`src/rtl/ipc_sync_pkg.sv`:
```
package ipc_sync_pkg;
   localparam int LANE_W = 8;
   typedef enum logic {SIDE_A = 1'b0, SIDE_B = 1'b1} ipc_side_e;
endpackage

```
`src/rtl/ipc_lane_merge.sv`:
```
module ipc_lane_merge #(
   parameter int REG_W = 16,
   parameter logic [REG_W-1:0] KEEP_MASK = '0
) (
   input  logic [REG_W-1:0]                          cur,
   input  logic [REG_W-1:0]                          wdata,
   input  logic [REG_W/ipc_sync_pkg::LANE_W-1:0]     be,
   output logic [REG_W-1:0]                          merged,
   output logic [REG_W-1:0]                          filtered
);
   localparam int LW    = ipc_sync_pkg::LANE_W;
   localparam int LANES = REG_W / LW;

   for (genvar l = 0; l < LANES; l++) begin : g_lane
      assign merged[l*LW +: LW] = be[l] ? wdata[l*LW +: LW] : cur[l*LW +: LW];
   end

   assign filtered = merged & KEEP_MASK;
endmodule

```
`src/rtl/ipc_sync_side.sv`:
```
module ipc_sync_side #(
   parameter int REG_W = 16,
   parameter int PUB_W = 4
) (
   input  logic             clk,
   input  logic             rst_n,
   input  logic             own_wr,
   input  logic [REG_W-1:0] own_val,
   input  logic             peer_wr,
   input  logic [PUB_W-1:0] peer_code,
   output logic [REG_W-1:0] reg_q
);
   always_ff @(posedge clk or negedge rst_n) begin
      if (!rst_n) begin
         reg_q <= '0;
      end else begin
         if (own_wr)  reg_q[REG_W-1:PUB_W] <= own_val[REG_W-1:PUB_W];
         if (peer_wr) reg_q[PUB_W-1:0]     <= peer_code;
      end
   end
endmodule

```
`src/rtl/ipc_irq_gen.sv`:
```
module ipc_irq_gen (
   input  logic clk,
   input  logic rst_n,
   input  logic peer_wr,
   input  logic peer_fire,
   input  logic local_arm,
   output logic irq
);
   always_ff @(posedge clk or negedge rst_n) begin
      if (!rst_n) irq <= 1'b0;
      else        irq <= peer_wr & peer_fire & local_arm;
   end
endmodule

```
`src/rtl/ipc_sync_pair.sv`:
```
module ipc_sync_pair #(
   parameter int REG_W    = 16,
   parameter int PUB_LSB  = 8,
   parameter int PUB_W    = 4,
   parameter int FIRE_BIT = 13,
   parameter int ARM_BIT  = 14
) (
   input  logic                                  clk,
   input  logic                                  rst_n,
   input  logic                                  a_wr_en,
   input  logic [REG_W/ipc_sync_pkg::LANE_W-1:0] a_be,
   input  logic [REG_W-1:0]                      a_wdata,
   output logic [REG_W-1:0]                      a_rdata,
   output logic                                  a_irq,
   input  logic                                  b_wr_en,
   input  logic [REG_W/ipc_sync_pkg::LANE_W-1:0] b_be,
   input  logic [REG_W-1:0]                      b_wdata,
   output logic [REG_W-1:0]                      b_rdata,
   output logic                                  b_irq
);
   import ipc_sync_pkg::*;

   localparam int LANES = REG_W / LANE_W;
   localparam logic [REG_W-1:0] PUB_MASK  = ((REG_W'(1) << PUB_W) - REG_W'(1)) << PUB_LSB;
   localparam logic [REG_W-1:0] KEEP_MASK = PUB_MASK | (REG_W'(1) << FIRE_BIT) | (REG_W'(1) << ARM_BIT);

   if (REG_W % LANE_W != 0) begin : g_bad_width
      $error("REG_W must be a whole number of byte lanes");
   end
   if (PUB_W > PUB_LSB || PUB_LSB + PUB_W > REG_W) begin : g_bad_pub
      $error("published field must lie above the mirrored field and inside the register");
   end
   if (FIRE_BIT < PUB_W || ARM_BIT < PUB_W || FIRE_BIT >= REG_W || ARM_BIT >= REG_W || FIRE_BIT == ARM_BIT) begin : g_bad_ctl
      $error("control bits must be distinct, in range and above the mirrored field");
   end
   if ((PUB_MASK & ((REG_W'(1) << FIRE_BIT) | (REG_W'(1) << ARM_BIT))) != '0) begin : g_bad_overlap
      $error("control bits overlap the published field");
   end

   logic [1:0]             wr_eff;
   logic [LANES-1:0]       be_v  [2];
   logic [REG_W-1:0]       wd_v  [2];
   logic [REG_W-1:0]       cur_q [2];
   logic [REG_W-1:0]       merged[2];
   logic [REG_W-1:0]       filt  [2];
   logic [1:0]             irq_v;

   assign be_v[SIDE_A] = a_be;
   assign be_v[SIDE_B] = b_be;
   assign wd_v[SIDE_A] = a_wdata;
   assign wd_v[SIDE_B] = b_wdata;
   assign wr_eff[SIDE_A] = a_wr_en & (|a_be);
   assign wr_eff[SIDE_B] = b_wr_en & (|b_be);

   for (genvar s = 0; s < 2; s++) begin : g_side
      localparam int P = 1 - s;

      ipc_lane_merge #(.REG_W(REG_W), .KEEP_MASK(KEEP_MASK)) u_merge (
         .cur      (cur_q[s]),
         .wdata    (wd_v[s]),
         .be       (be_v[s]),
         .merged   (merged[s]),
         .filtered (filt[s])
      );

      ipc_sync_side #(.REG_W(REG_W), .PUB_W(PUB_W)) u_reg (
         .clk       (clk),
         .rst_n     (rst_n),
         .own_wr    (wr_eff[s]),
         .own_val   (filt[s]),
         .peer_wr   (wr_eff[P]),
         .peer_code (filt[P][PUB_LSB +: PUB_W]),
         .reg_q     (cur_q[s])
      );

      ipc_irq_gen u_irq (
         .clk       (clk),
         .rst_n     (rst_n),
         .peer_wr   (wr_eff[P]),
         .peer_fire (merged[P][FIRE_BIT]),
         .local_arm (cur_q[s][ARM_BIT]),
         .irq       (irq_v[s])
      );
   end

   assign a_rdata = cur_q[SIDE_A];
   assign b_rdata = cur_q[SIDE_B];
   assign a_irq   = irq_v[SIDE_A];
   assign b_irq   = irq_v[SIDE_B];
endmodule

```
`config.mk`:
```
export PLATFORM = sky130hd
export DESIGN_NAME = ipc_sync_pair
export DESIGN_NICKNAME = d
export VERILOG_FILES = /design/src/rtl/ipc_sync_pkg.sv /design/src/rtl/ipc_lane_merge.sv /design/src/rtl/ipc_sync_side.sv /design/src/rtl/ipc_irq_gen.sv /design/src/rtl/ipc_sync_pair.sv
export SDC_FILE = /design/constraint.sdc
export NUM_CORES = 1
export LEC_CHECK = 0
export ABC_AREA = 0
export BUFFER_PORTS_ARGS = -buffer_cell sky130_fd_sc_hd__buf_2
export CAP_MARGIN = 20
export CORE_UTILIZATION = 33
export CTS_BUF_LIST = sky130_fd_sc_hd__clkbuf_4
export DETAILED_ROUTE_END_ITERATION = 16
export PLACE_DENSITY_LB_ADDON = 0.1
export SETUP_SLACK_MARGIN = 0.3
export SLEW_MARGIN = 20
export SYNTH_ARGS = -nofsm -noshare
export SYNTH_HDL_FRONTEND = slang
export SYNTH_SLANG_ARGS = --single-unit
```
`constraint.sdc`:
```
create_clock -name clk -period 0.8 [get_ports clk]
set_input_delay 0.04 -clock clk [delete_from_list [all_inputs] [get_ports clk]]
set_output_delay 0.04 -clock clk [all_outputs]
set_load 0.1 [all_outputs]
```
== After elaboration in Yosys (flattened, before gate mapping) ==
Cells that the tools add are included.

* Flip-flop bits (word level): 22
* Input port bits: 40
* Output and inout bits: 34
* Logic and storage cells: 20

* Multiplexer cells: 2
* Bitwise logic cells: 6
* Reductions and logical operators: 4

{| class="wikitable"
|+ Operators by type and width
! cell !! count
|-
| 6-bit 2-to-1 mux || 2
|-
| 1-bit AND || 6
|-
| 2-bit AND reduction || 2
|-
| 2-bit OR reduction || 2
|}

== Logic depth before layout (Yosys ltp) ==
Gate-level depths: netlist of run 1.

* Depth after elaboration: 4
* Depth in mapped cells: 2
* Depth with buffers taken out: 2

== Modules after synthesis ==
From an unflattened synthesis of run 1, not the netlist that was laid out.

* Cell total of the unflattened synthesis: 142
* Area, all modules: 2109.5 µm²

{| class="wikitable"
|+ By module, submodules not included
! module !! times used !! cells an instance !! area each (µm²)
|-
| ipc_sync_side || 2 || 33 || 629.4
|-
| ipc_lane_merge || 2 || 35 || 386.6
|-
| ipc_irq_gen || 2 || 2 || 31.3
|-
| ipc_sync_pair || 1 || 2 || 15.0
|}

== Least setup slack after synthesis of run 1 ==
OpenSTA, ideal clock, no wires.

* Kind: reg2out
* Start: reg g_side[1].u_reg.reg_q[0]
* End: out b_rdata[0]
* Arrival time: 1.340 ns
* Path slack: -0.580 ns
* Cell stages (with the launch flop): 2
* Path through: dfrtp_1 > buf_4

{| class="wikitable"
|+ RTL lines
! element !! line !! RTL
|-
| start, declared || ipc_sync_side.sv:11 || <nowiki>output logic [REG_W-1:0] reg_q</nowiki>
|-
| start signal, assigned by index || ipc_sync_side.sv:17 || <nowiki>if (own_wr) reg_q[REG_W-1:PUB_W] <= own_val[REG_W-1:PUB_W];</nowiki>
|-
| start signal, assigned by index || ipc_sync_side.sv:18 || <nowiki>if (peer_wr) reg_q[PUB_W-1:0] <= peer_code;</nowiki>
|-
| end, declared || ipc_sync_pair.sv:18 || <nowiki>output logic [REG_W-1:0] b_rdata,</nowiki>
|}

No word-level cell between the ends.

== Worst setup path after layout of run 1 ==
* Start: reg g_side[1].u_reg.reg_q[1]
* End: out b_rdata[1]

No word-level cell between the ends.

==> metrics.md, run 1 <==
| Metric | Value |
|---|---|
| Status | `finished with violations` |
| Failing checks | `negative hold slack, negative setup slack` |
| Area Growth Syn to Fin | `91.8%` |
| Seq/Total Area, Yosys | `46.0%` |
| CTS Hold Buffers Added | `1` |
| RR Startpoint | `g_side[1].u_reg.reg_q[13]` |
| Core Util, Final | `around two thirds` |
| Largest net degree at the start of global routing | `15` |
| Root cell of the clock tree | `clkbuf_4` |
| Share of cells above drive strength 1 | `just under 80%` |
| Post-synth top cells | `buf_4, dfrtp_1, mux2_4` |
| Mux contribution to synthesized area | `23.6%` |
| Row count | `17` |
| Min Tclk post-route | `roughly 1.1 ns` |
| Synth top area cells | `dfrtp_1, mux2_4, buf_4` |
| Final WL | `between 1500 and 2000 um` |
| EDFF count, synth | `0` |
| Dominant cell by count in the synthesized netlist | `buf_4` |
| Main combinational cell family by area after synthesis | `multiplexers` |
| Critical Path Fanout Max | `2` |
| Synth area leader | `dfrtp_1` |
| Nets@finish | `between 150 and 200` |
| Post-Syn Instances | `59` |
| IO Pins | `74` |
| DRC violations left | `0` |
| Std-Cell Core Area | `roughly 0.0022 sq mm` |
| Initial core utilization | `a little over a third` |
| Pleak | `0.721 nW` |
| Synth Area in Compound Gates | `under 10%` |
| Share of the synthesized area in the top cell type | `~46%` |
| Die Y | `50.1 um` |
| PD cells | `around 2700 mW/mm^2` |
| Antenna violations before repair | `0` |
| Yosys warnings | `0` |
| Clk buf depth | `2` |
| Die Width | `approximately 50 um` |
| Total number of vias | `555` |
| Maxcap violations | `0` |
| Gr usage total | `13.7%` |
| Final worst slack | `-0.299 ns` |
| Synth Area in XOR/XNOR | `0%` |
| Critical Path RT | `between 0.7 and 0.8 ns` |
| Skew final | `between 0.004 and 0.005 ns` |
| Critical path class | `register to output port` |
| Min-Delay Startpoint | `a_wdata[9]` |
| Main synth FF type | `dfrtp_1` |
| CTS tree | `built` |
| Syn Std Cell Area | `762 sq um` |
| Initial drt markers | `2` |
| Crit share post-route | `137%` |
| Crit end category | `output port` |
| Worst Setup SP | `g_side[1].u_reg.reg_q[1]` |
| Diodes inserted | `0` |
| Drt first pass iters | `2` |
| Routed vias/inst | `slightly above 4` |
| Clock latency on the worst-skew pair | `between 0.2 and 0.3 ns` |
| CP Launch Type | `register` |
| Post-synthesis simple-gate area fraction | `roughly 6.9%` |
| Reg2reg setup slack | `-0.17 ns` |
| Worst vdd ir | `about 1.5 mV` |
| Async SR Flop Fraction | `between 90% and 100%` |
| First-pass GRT wire length | `approximately 2400 um` |
| Wirelength per Cell | `around 11 um` |
| Hold slack | `-0.0156 ns` |
| HPWL after DPL | `between 1000 and 1500 um` |
| Fraction of the mapped netlist area in adder cells | `0%` |
| # setup viols final | `36` |
| Die area | `approximately 0.0025 sq mm` |
| Final hold viol count | `9` |
| Hold crit path type | `input pin to register` |
| Final ANT Viol Nets | `0` |
| Overflow after GRT | `0` |
| Average size of a mapped cell | `12.9 sq um` |
| TritonCTS Buffers | `3` |
| Synth cell types | `8` |
| Setup slack at placement | `-0.0744 ns` |
| Max-slew violations | `0` |
| Vias in the first global route | `between 500 and 600` |
| H-tree Lvls | `1` |
| Clock net sink count | `14` |
| Register clock-pin slew on the reported worst setup and hold paths | `0.08 ns` |
| Port Buffers | `41` |
| Max Clk Rate | `0.910 GHz` |
| Flops & latches, synth | `14` |
| Global placer's final weighted congestion | `~0.57` |
| RSZ-0062 raised after global routing | `true` |
| Arr. time, crit path | `1.06 ns` |
registers in the layout (all words and copies together), names as in the netlist:
name and flops:
g_side.u_reg.reg_q 12, g_side.u_irq.irq 2
worst paths after layout:
| path | endpoint | cells after the start |
|---|---|---|
| max | b_rdata[1] | 2 |
| min in group asynchronous | g_side[0].u_reg.reg_q[13] | 2 |
| max reg2reg | g_side[1].u_reg.reg_q[13] | 2 |
| min | g_side[1].u_reg.reg_q[1] | 2 |
| max in group asynchronous | g_side[0].u_reg.reg_q[0] | 2 |
| min reg2reg | g_side[0].u_reg.reg_q[11] | 1 |
metal layers:
layer	global-route usage, %	vias up	wire [um]
met1	15.5	260	565
li1	-	261	-
met4	8.57	0	32
met3	4.32	5	116
met2	22.0	29	826
met5	0	-	0
through the flow:
stage	hold WS (ns)	total power, mW	setup TNS, ns	instances	instance area [sq um]
floorplan	-0.256	2.73	-3.94	70	873
global placement	-0.0432	3.48	-0.412	128	1340
detailed placement	-0.0451	3.50	-0.481	128	1340
CTS	-0.0211	4.04	-7.03	137	1460
global route	-0.0288	4.14	-7.74	137	1460
finish	-0.0156	4.02	-6.87	137	1460
what timing repair did:
item / 4_1_cts / 5_1_grt
endpoints found under the setup margin: 36 / 50
gates cloned: 0 / 0
setup buffers: 5 / 0
resized for setup: 14 / 1
pin swaps: 2 / 3
hold endpoints to repair: 25 / 11
report_power, final:
group	switching, mW	leakage [nW]	internal, mW	total (mW)
logic	1.69	0.552	0.988	2.68
clock network	0.224	0.0138	0.175	0.398
registers	0.0833	0.155	0.855	0.938
logic make-up (layout without fill, tap and decap cells):
kind of cell           count (synthesis)  after routing
and+or+nand+nor                        8              8
AOI/OAI and AO/OA                      2              2
buffers and inverters                 22             61
other                                  1             12
muxes                                 12             12
DFF                                   14             14
final cells by class:
cell class	instances	area (sq um)
fillers	163	729
well taps	28	35.0
repair buffers	58	721
multi-input cells	34	288
flip-flops and latches	14	395
clock buffers	3	22.5
worst max-delay path: stages (launching register included):
cell	delay (ns)
dfrtp_4	0.49
buf_6	0.13
buf_12	0.15
placed cells by master, fill, tap and decap left out, drive strengths merged:
cell         synthesis  routed
a21oi                2       2
buf                 22      56
clkbuf               0       4
conb                 1      12
dfrtp               14      14
dlygate4sd3          0       1
mux2                12      12
nand2                6       6
nand3b               2       2
Note: power is estimated with default switching activity, not from simulation.
==> inputs of run 2 (changes only) <==
==> constraint.sdc (replaced) <==
create_clock -name clk -period 0.8 [get_ports clk]
set_input_delay 0.04 -clock clk [delete_from_list [all_inputs] [get_ports clk]]
set_output_delay 0.04 -clock clk [all_outputs]
set_load 0.05 [all_outputs]
==> run 2 against run 1 <==
Compared with the run above: the run still ends with negative hold slack, negative setup slack left; core utilization down 18 points; clock skew about the same; die area unchanged; clock-buffer cell count unchanged; register-to-register slack better by 0.17 ns; sequential share of layout area up 7.0 points; wire length down 21%; global-route usage down 2.8 points; worst hold slack better by 0.013 ns.
==> metrics.md, run 2 (synthesis results as in run 1) <==
| Metric | Value |
|---|---|
| Status | `finished with violations (unchanged)` |
| Failing checks | `negative hold slack, negative setup slack (unchanged)` |
| Crit-path cells | `buf_6 (was buf_6, buf_12)` |
| Drt first pass iters | `4 (was 2)` |
| Worst vdd ir | `1.05 mV (was 1.52 mV)` |
| Core Util, Final | `49.0% (was 66.7%)` |
| Biggest register | `g_side.u_reg.reg_q (unchanged)` |
| Maxcap violations | `0 (unchanged)` |
| Setup TNS | `-1.95 ns (was -6.87 ns)` |
| Vias in the first global route | `463 (was 528)` |
| RR Startpoint | `g_side[0].u_reg.reg_q[0] (was g_side[1].u_reg.reg_q[13])` |
| CP peak stage delay | `0.43 ns (was 0.49 ns)` |
| Hold EP | `g_side[1].u_reg.reg_q[0] (was g_side[1].u_reg.reg_q[1])` |
| Max-slew violations | `0 (unchanged)` |
| # setup viols final | `22 (was 36)` |
| Min Tclk post-route | `0.900 ns (was 1.10 ns)` |
| Total number of vias | `501 (was 555)` |
| Top flop regs | `g_side.u_reg.reg_q: 12 flops, g_side.u_irq.irq: 2 flops (unchanged)` |
| Port Buffers | `41 (unchanged)` |
| Gr usage total | `10.9% (was 13.7%)` |
| Area Growth Syn to Fin | `40.9% (was 91.8%)` |
| Root cell of the clock tree | `clkbuf_4 (unchanged)` |
| CP max-delay cell | `dfrtp_2 (was dfrtp_4)` |
| TritonCTS Buffers | `3 (unchanged)` |
| PD cells | `2420 mW/mm^2 (was 2750 mW/mm^2)` |
| Filler Cells Inserted | `236 (was 163)` |
| Combinational power share | `50.1% (was 66.7%)` |
| First-pass GRT wire length | `2040 um (was 2420 um)` |
| Arr. time, crit path | `0.86 ns (was 1.06 ns)` |
| Critical path class | `register to output port (unchanged)` |
| Most common cell after layout, fill and taps aside | `buf_6 (was buf_12)` |
| Final ANT Viol Nets | `0 (unchanged)` |
| Nets@finish | `135 (was 151)` |
| Most frequent cells in the layout | `buf_6, buf_2, mux2_4, conb_1, dfrtp_2 (was buf_12, buf_2, buf_6)` |
| Critical Path RT | `0.76 ns (about the same)` |
| Hold slack | `-0.00298 ns (was -0.0156 ns)` |
| Hold crit path type | `input pin to register (unchanged)` |
| CP Launch Type | `register (unchanged)` |
| Reg2reg end | `g_side[0].u_reg.reg_q[0] (was g_side[1].u_reg.reg_q[13])` |
| WP depth | `1 (was 2)` |
| Initial drt markers | `3 (was 2)` |
| Die area | `0.00251 sq mm (unchanged)` |
| Pleak | `0.556 nW (was 0.721 nW)` |
| Worst Path Buf+Inv | `1 (was 2)` |
| Die Width | `50.1 um (unchanged)` |
| Overflow after GRT | `0 (unchanged)` |
| Skew final | `0.00458 ns (was 0.00463 ns)` |
| Std-Cell Core Area | `0.00219 sq mm (unchanged)` |
| Clock latency on the worst-skew pair | `0.27 ns (was 0.28 ns)` |
| Placed Area | `893 sq um (was 0.00134 sq mm)` |
| Crit end category | `output port (unchanged)` |
| Sw Ratio | `43.6% (was 49.8%)` |
| CTS tree | `built (unchanged)` |
| H-tree Lvls | `1 (unchanged)` |
| Share of cells above drive strength 1 | `77.4% (was 78.9%)` |
| Final hold viol count | `3 (was 9)` |
| Power Total | `2.59 mW (was 4.02 mW)` |
| Final WL | `1220 um (was 1540 um)` |
| IO Pins | `74 (unchanged)` |
| RSZ-0062 raised after global routing | `true (unchanged)` |
| Initial core utilization | `34.8% (unchanged)` |
| Reg2reg setup slack | `0 ns (was -0.17 ns)` |
| Min-Delay Startpoint | `a_wdata[8] (was a_wdata[9])` |
| Largest net degree at the start of global routing | `15 (unchanged)` |
| Max Clk Rate | `1.11 GHz (was 0.910 GHz)` |
| Crit share post-route | `113% (was 137%)` |
| Worst r2r path cells | `1 (was 2)` |
| Clock net sink count | `14 (unchanged)` |
| Row count | `17 (unchanged)` |
| CTS Hold Buffers Added | `1 (unchanged)` |
| Wirelength per Cell | `10.0 um (was 11.2 um)` |
| Worst hold path depth | `2 (unchanged)` |
| Share of power burned in registers | `35.5% (was 23.3%)` |
| Crit path max-delay family | `flip-flops (unchanged)` |
| Setup slack at placement | `0.0252 ns (was -0.0744 ns)` |
| HPWL after DPL | `879 um (was 1140 um)` |
| Clock share of power | `14.4% (was 9.9%)` |
| Routed vias/inst | `4.14 (was 4.05)` |
| Max reg flops | `12 (unchanged)` |
| Final worst slack | `-0.100 ns (was -0.299 ns)` |
| Critical Path Fanout Max | `3 (was 2)` |
| DRC violations left | `0 (unchanged)` |
| Diodes inserted | `0 (unchanged)` |
| Antenna violations before repair | `0 (unchanged)` |
| NetSw | `1.13 mW (was 2.00 mW)` |
| Global placer's final weighted congestion | `0.577 (was 0.571)` |
| Cell Int Power | `1.46 mW (was 2.02 mW)` |
| Die Y | `50.1 um (unchanged)` |
| Fin area | `0.00107 sq mm (was 0.00146 sq mm)` |
| Clk buf depth | `2 (unchanged)` |
| Setup bufs post-CTS | `0 (was 5)` |
| Register clock-pin slew on the reported worst setup and hold paths | `0.08 ns (about the same)` |
[run 2: cell types whose count changed in the layout (fill, tap and decap cells not counted), sizes merged]
cell,change
buf,-16
[run 2: layer usage]
metal  up-vias  global-route usage [%]  routed length [um]
li1        228                       -                   -
met1       244                    13.5                 512
met2        27                    16.9                 604
met3         2                    1.23                  78
met4         0                    8.57                  19
met5         -                       0                   0
[run 2: final cells by class]
class                   instances  area [sq um]  share of cell area, %
clock buffers                   3          22.5                   2.10
multi-input cells              34           295                   27.5
flip-flops and latches         14           365                   34.0
well taps                      28          35.0                   3.26
repair buffers                 42           355                   33.1
[run 2: power by group through the flow]
stage               sequential (mW)  clock (mW)  combinational, mW
finish                        0.921       0.374               1.30
global route                  0.937       0.432               1.34
CTS                           0.923       0.397               1.29
detailed placement            0.896           0               1.10
global placement              0.893           0               1.10
floorplan                      1.19           0              0.734
[run 2: timing repair]
action | in CTS | in global routing
hold endpoints to repair | 24 | 9
gates resized for setup | 44 | 3
pin swaps | 2 | 2
setup endpoints to repair | 36 | 48
[run 2: worst max path at each step]
stage,startpoint,endpoint,slack [ns]
6_report,g_side[1].u_reg.reg_q[0],b_rdata[0],-0.10
3_3_place_gp,g_side[0].u_reg.reg_q[1],g_side[0].u_reg.reg_q[1],0.03
4_1_cts,g_side[0].u_reg.reg_q[1],a_rdata[1],-0.11
5_1_grt,g_side[1].u_reg.reg_q[0],b_rdata[0],-0.14
3_5_place_dp,g_side[0].u_reg.reg_q[13],g_side[0].u_reg.reg_q[13],0.03
2_1_floorplan,g_side[0].u_reg.reg_q[0],g_side[0].u_reg.reg_q[0],-0.11
[run 2: per-stage QoR]
stage	hold WS [ns]	instances
after floorplan	-0.256	70
after global placement	-0.0427	117
after detailed placement	-0.0435	117
after CTS	-0.0132	121
after global routing	-0.0198	121
final	-0.00298	121
==> inputs of run 3 (changes only) <==
ABC_AREA = 1   (was 0)
CORE_ASPECT_RATIO = 0.8   (was not set)
CORE_UTILIZATION = 34   (was 33)
==> run 3 against run 2 <==
Compared with the run above: the run still ends with negative hold slack, negative setup slack left; wire length increased by 23%; critical path depth did not move; flip-flop and latch count unchanged; clock-buffer cell count unchanged; critical endpoint is now b_rdata[2]; register-to-register slack barely moved; via count increased by 34%; total power about the same.
==> metrics.md, run 3 <==
| Metric | Value |
|---|---|
| Top flop regs | `g_side.u_reg.reg_q: 12 flops, g_side.u_irq.irq: 2 flops (unchanged)` |
| Initial core utilization | `36.3% (was 34.8%)` |
| Flops & latches, synth | `14 (unchanged)` |
| CP max-delay cell | `dfrtp_2 (unchanged)` |
| Power Total | `2.59 mW (about the same)` |
| Die Width | `55.9 um (was 50.1 um)` |
| Reg2reg end | `g_side[1].u_irq.irq (was g_side[0].u_reg.reg_q[0])` |
| Synth top area cells | `dfrtp_1, buf_4, nand2_1 (was dfrtp_1, mux2_4, buf_4)` |
| Routed vias/inst | `4.21 (was 4.14)` |
| IO Pins | `74 (unchanged)` |
| Arr. time, crit path | `0.88 ns (was 0.86 ns)` |
| Clk buf depth | `2 (unchanged)` |
| DRC violations left | `0 (unchanged)` |
| Syn Std Cell Area | `791 sq um (was 762 sq um)` |
| Min-Delay Startpoint | `a_wdata[9] (was a_wdata[8])` |
| Port Buffers | `41 (unchanged)` |
| Biggest register | `g_side.u_reg.reg_q (unchanged)` |
| Post-synth top cells | `nand2_1, buf_4, dfrtp_1 (was buf_4, dfrtp_1, mux2_4)` |
| Sw Ratio | `45.2% (was 43.6%)` |
| Final worst slack | `-0.116 ns (was -0.100 ns)` |
| Worst r2r path cells | `4 (was 1)` |
| Min Tclk post-route | `0.916 ns (was 0.900 ns)` |
| NetSw | `1.17 mW (was 1.13 mW)` |
| Core Util, Final | `53.0% (was 49.0%)` |
| CP Launch Type | `register (unchanged)` |
| Combinational power share | `49.7% (was 50.1%)` |
| Diodes inserted | `0 (unchanged)` |
| First-pass GRT wire length | `2460 um (was 2040 um)` |
| Failing checks | `negative hold slack, negative setup slack (unchanged)` |
| Vias in the first global route | `569 (was 463)` |
| Crit path max-delay family | `flip-flops (unchanged)` |
| Initial drt markers | `6 (was 3)` |
| Async SR Flop Fraction | `100% (unchanged)` |
| Maxcap violations | `0 (unchanged)` |
| TritonCTS Buffers | `3 (unchanged)` |
| Nets@finish | `175 (was 135)` |
| Finished Layout Cells | `159 (was 121)` |
| Synth area leader | `dfrtp_1 (unchanged)` |
| Wirelength per Cell | `9.40 um (was 10.0 um)` |
| Placed insts | `150 (was 117)` |
| Root cell of the clock tree | `clkbuf_4 (unchanged)` |
| Critical Path RT | `0.76 ns (about the same)` |
| Largest net degree at the start of global routing | `15 (unchanged)` |
| Antenna violations before repair | `0 (unchanged)` |
| Hold slack | `-0.0191 ns (was -0.00298 ns)` |
| Crit-path cells | `buf_6 (unchanged)` |
| Most frequent cells in the layout | `buf_6, nand2_1, buf_2, conb_1, dfrtp_2 (was buf_6, buf_2, mux2_4, conb_1, dfrtp_2)` |
| Reg2reg setup slack | `-0.01 ns (was 0 ns)` |
| Max reg flops | `12 (unchanged)` |
| Crit end category | `output port (unchanged)` |
| Area Growth Syn to Fin | `46.0% (was 40.9%)` |
| Main synth FF type | `dfrtp_1 (unchanged)` |
| HPWL after DPL | `1130 um (was 879 um)` |
| Max Clk Rate | `1.09 GHz (was 1.11 GHz)` |
| Worst Path Buf+Inv | `1 (unchanged)` |
| Post-Syn Instances | `96 (was 59)` |
| RSZ-0062 raised after global routing | `true (unchanged)` |
| Synth cell types | `15 (was 8)` |
| Clock share of power | `15.4% (was 14.4%)` |
| Crit share post-route | `114% (was 113%)` |
| EDFF count, synth | `0 (unchanged)` |
| Share of cells above drive strength 1 | `56.0% (was 77.4%)` |
| Overflow after GRT | `0 (unchanged)` |
| Die Y | `45.1 um (was 50.1 um)` |
| Worst vdd ir | `1.35 mV (was 1.05 mV)` |
| Yosys warnings | `0 (unchanged)` |
| Global placer's final weighted congestion | `0.698 (was 0.577)` |
| Pleak | `0.627 nW (was 0.556 nW)` |
| Skew final | `0.00667 ns (was 0.00458 ns)` |
| Register clock-pin slew on the reported worst setup and hold paths | `0.09 ns (was 0.08 ns)` |
| Critical Path Fanout Max | `3 (unchanged)` |
| Final ANT Viol Nets | `0 (unchanged)` |
| Final WL | `1500 um (was 1220 um)` |
| Row count | `15 (was 17)` |
| Average size of a mapped cell | `8.24 sq um (was 12.9 sq um)` |
| Die area | `0.00252 sq mm (was 0.00251 sq mm)` |
| CTS tree | `built (unchanged)` |
| Total number of vias | `670 (was 501)` |
| Max-slew violations | `0 (unchanged)` |
| Most common cell after layout, fill and taps aside | `buf_6 (unchanged)` |
| Share of power burned in registers | `34.9% (was 35.5%)` |
| Final hold viol count | `3 (unchanged)` |
| Share of the synthesized area in the top cell type | `44.3% (was 46.0%)` |
| Status | `finished with violations (unchanged)` |
| Gr usage total | `12.9% (was 10.9%)` |
| Critical path class | `register to output port (unchanged)` |
| Seq/Total Area, Yosys | `44.3% (was 46.0%)` |
| # setup viols final | `23 (was 22)` |
| Clock latency on the worst-skew pair | `0.28 ns (was 0.27 ns)` |
| Dominant cell by count in the synthesized netlist | `nand2_1 (was buf_4)` |
| Worst hold path depth | `3 (was 2)` |
| Hold crit path type | `input pin to register (unchanged)` |
| Cell Int Power | `1.42 mW (was 1.46 mW)` |
| RR Startpoint | `g_side[1].u_reg.reg_q[14] (was g_side[0].u_reg.reg_q[0])` |
| H-tree Lvls | `1 (unchanged)` |
| CTS Hold Buffers Added | `1 (unchanged)` |
| Hold EP | `g_side[1].u_reg.reg_q[1] (was g_side[1].u_reg.reg_q[0])` |
| CP peak stage delay | `0.44 ns (was 0.43 ns)` |
| Clock net sink count | `14 (unchanged)` |
| Std-Cell Core Area | `0.00218 sq mm (was 0.00219 sq mm)` |
| PD cells | `2250 mW/mm^2 (was 2420 mW/mm^2)` |
| Drt first pass iters | `3 (was 4)` |
## run 3: changes by cell type after synthesis, sizes merged, moves of 2 or more
cell / previous run / this run
buf: 22 / 24
inv: 0 / 7
mux2: 12 / 0
nand2: 6 / 30
nand3: 0 / 5
nand3b: 2 / 0
nand4: 0 / 5
nor2: 0 / 7
o21ai: 0 / 2
## run 3: cell type report
class | instances | area [sq um]
Tap cell | 25 | 31.3
Clock inverter | 1 | 3.75
Inverter | 7 | 31.3
Clock buffer | 3 | 22.5
Sequential cell | 14 | 365
Multi-Input combinational cell | 62 | 297
Fill cell | 222 | 1020
Timing Repair Buffer | 47 | 404
## run 3: cell families (layout without fill, tap and decap cells)
family / after synthesis / in the layout / synth area share (%)
other cells: 1 / 12 / 0.474
compound gates: 3 / 3 / 1.90
buf+inv: 31 / 58 / 25.8
flops: 14 / 14 / 44.3
simple gates: 47 / 47 / 27.5
## run 3: what timing repair did
item / CTS / global route
pin swaps: 2 / 3
setup endpoints to repair: 36 / 48
setup buffers: 1 / 3
hold endpoints to repair: 19 / 3
gates resized for setup: 48 / 10
## run 3: worst max-delay path by stage
stage               depth (start not counted)  slack (ns)                 startpoint                        end
floorplan                                   4       -0.07  g_side[1].u_reg.reg_q[13]  g_side[1].u_reg.reg_q[13]
global placement                            4        0.02  g_side[1].u_reg.reg_q[13]  g_side[1].u_reg.reg_q[13]
detailed placement                          4        0.02  g_side[1].u_reg.reg_q[13]  g_side[1].u_reg.reg_q[13]
CTS                                         1       -0.12   g_side[0].u_reg.reg_q[1]                 a_rdata[1]
global route                                1       -0.15  g_side[0].u_reg.reg_q[11]                a_rdata[11]
finish                                      1       -0.12   g_side[1].u_reg.reg_q[2]                 b_rdata[2]
## run 3: metrics by stage
step / setup TNS [ns] / setup WS, ns / cell area [sq um]
CTS: -2.50 / -0.125 / 1110
finish: -2.20 / -0.116 / 1150
detailed placement: 0 / 0.0234 / 913
global route: -3.17 / -0.154 / 1150
floorplan: -0.223 / -0.0685 / 918
global placement: 0 / 0.0242 / 913
## run 3: routing by layer
layer / GRT usage [%] / part of all wire (%) / vias up
met2: 21.4 / 50 / 27
li1: - / - / 342
met3: 4.30 / 6.2 / 0
met5: 0 / 0 / -
met4: 2.93 / 0 / 0
met1: 16.6 / 44 / 301
## run 3: power groups by stage
stage / Sequential, mW / Combinational, mW / Clock, mW
2_1_floorplan: 1.18 / 0.748 / 0
3_3_place_gp: 0.880 / 1.02 / 0
3_5_place_dp: 0.884 / 1.02 / 0
4_1_cts: 0.907 / 1.23 / 0.427
5_1_grt: 0.921 / 1.35 / 0.469
6_report: 0.906 / 1.29 / 0.399
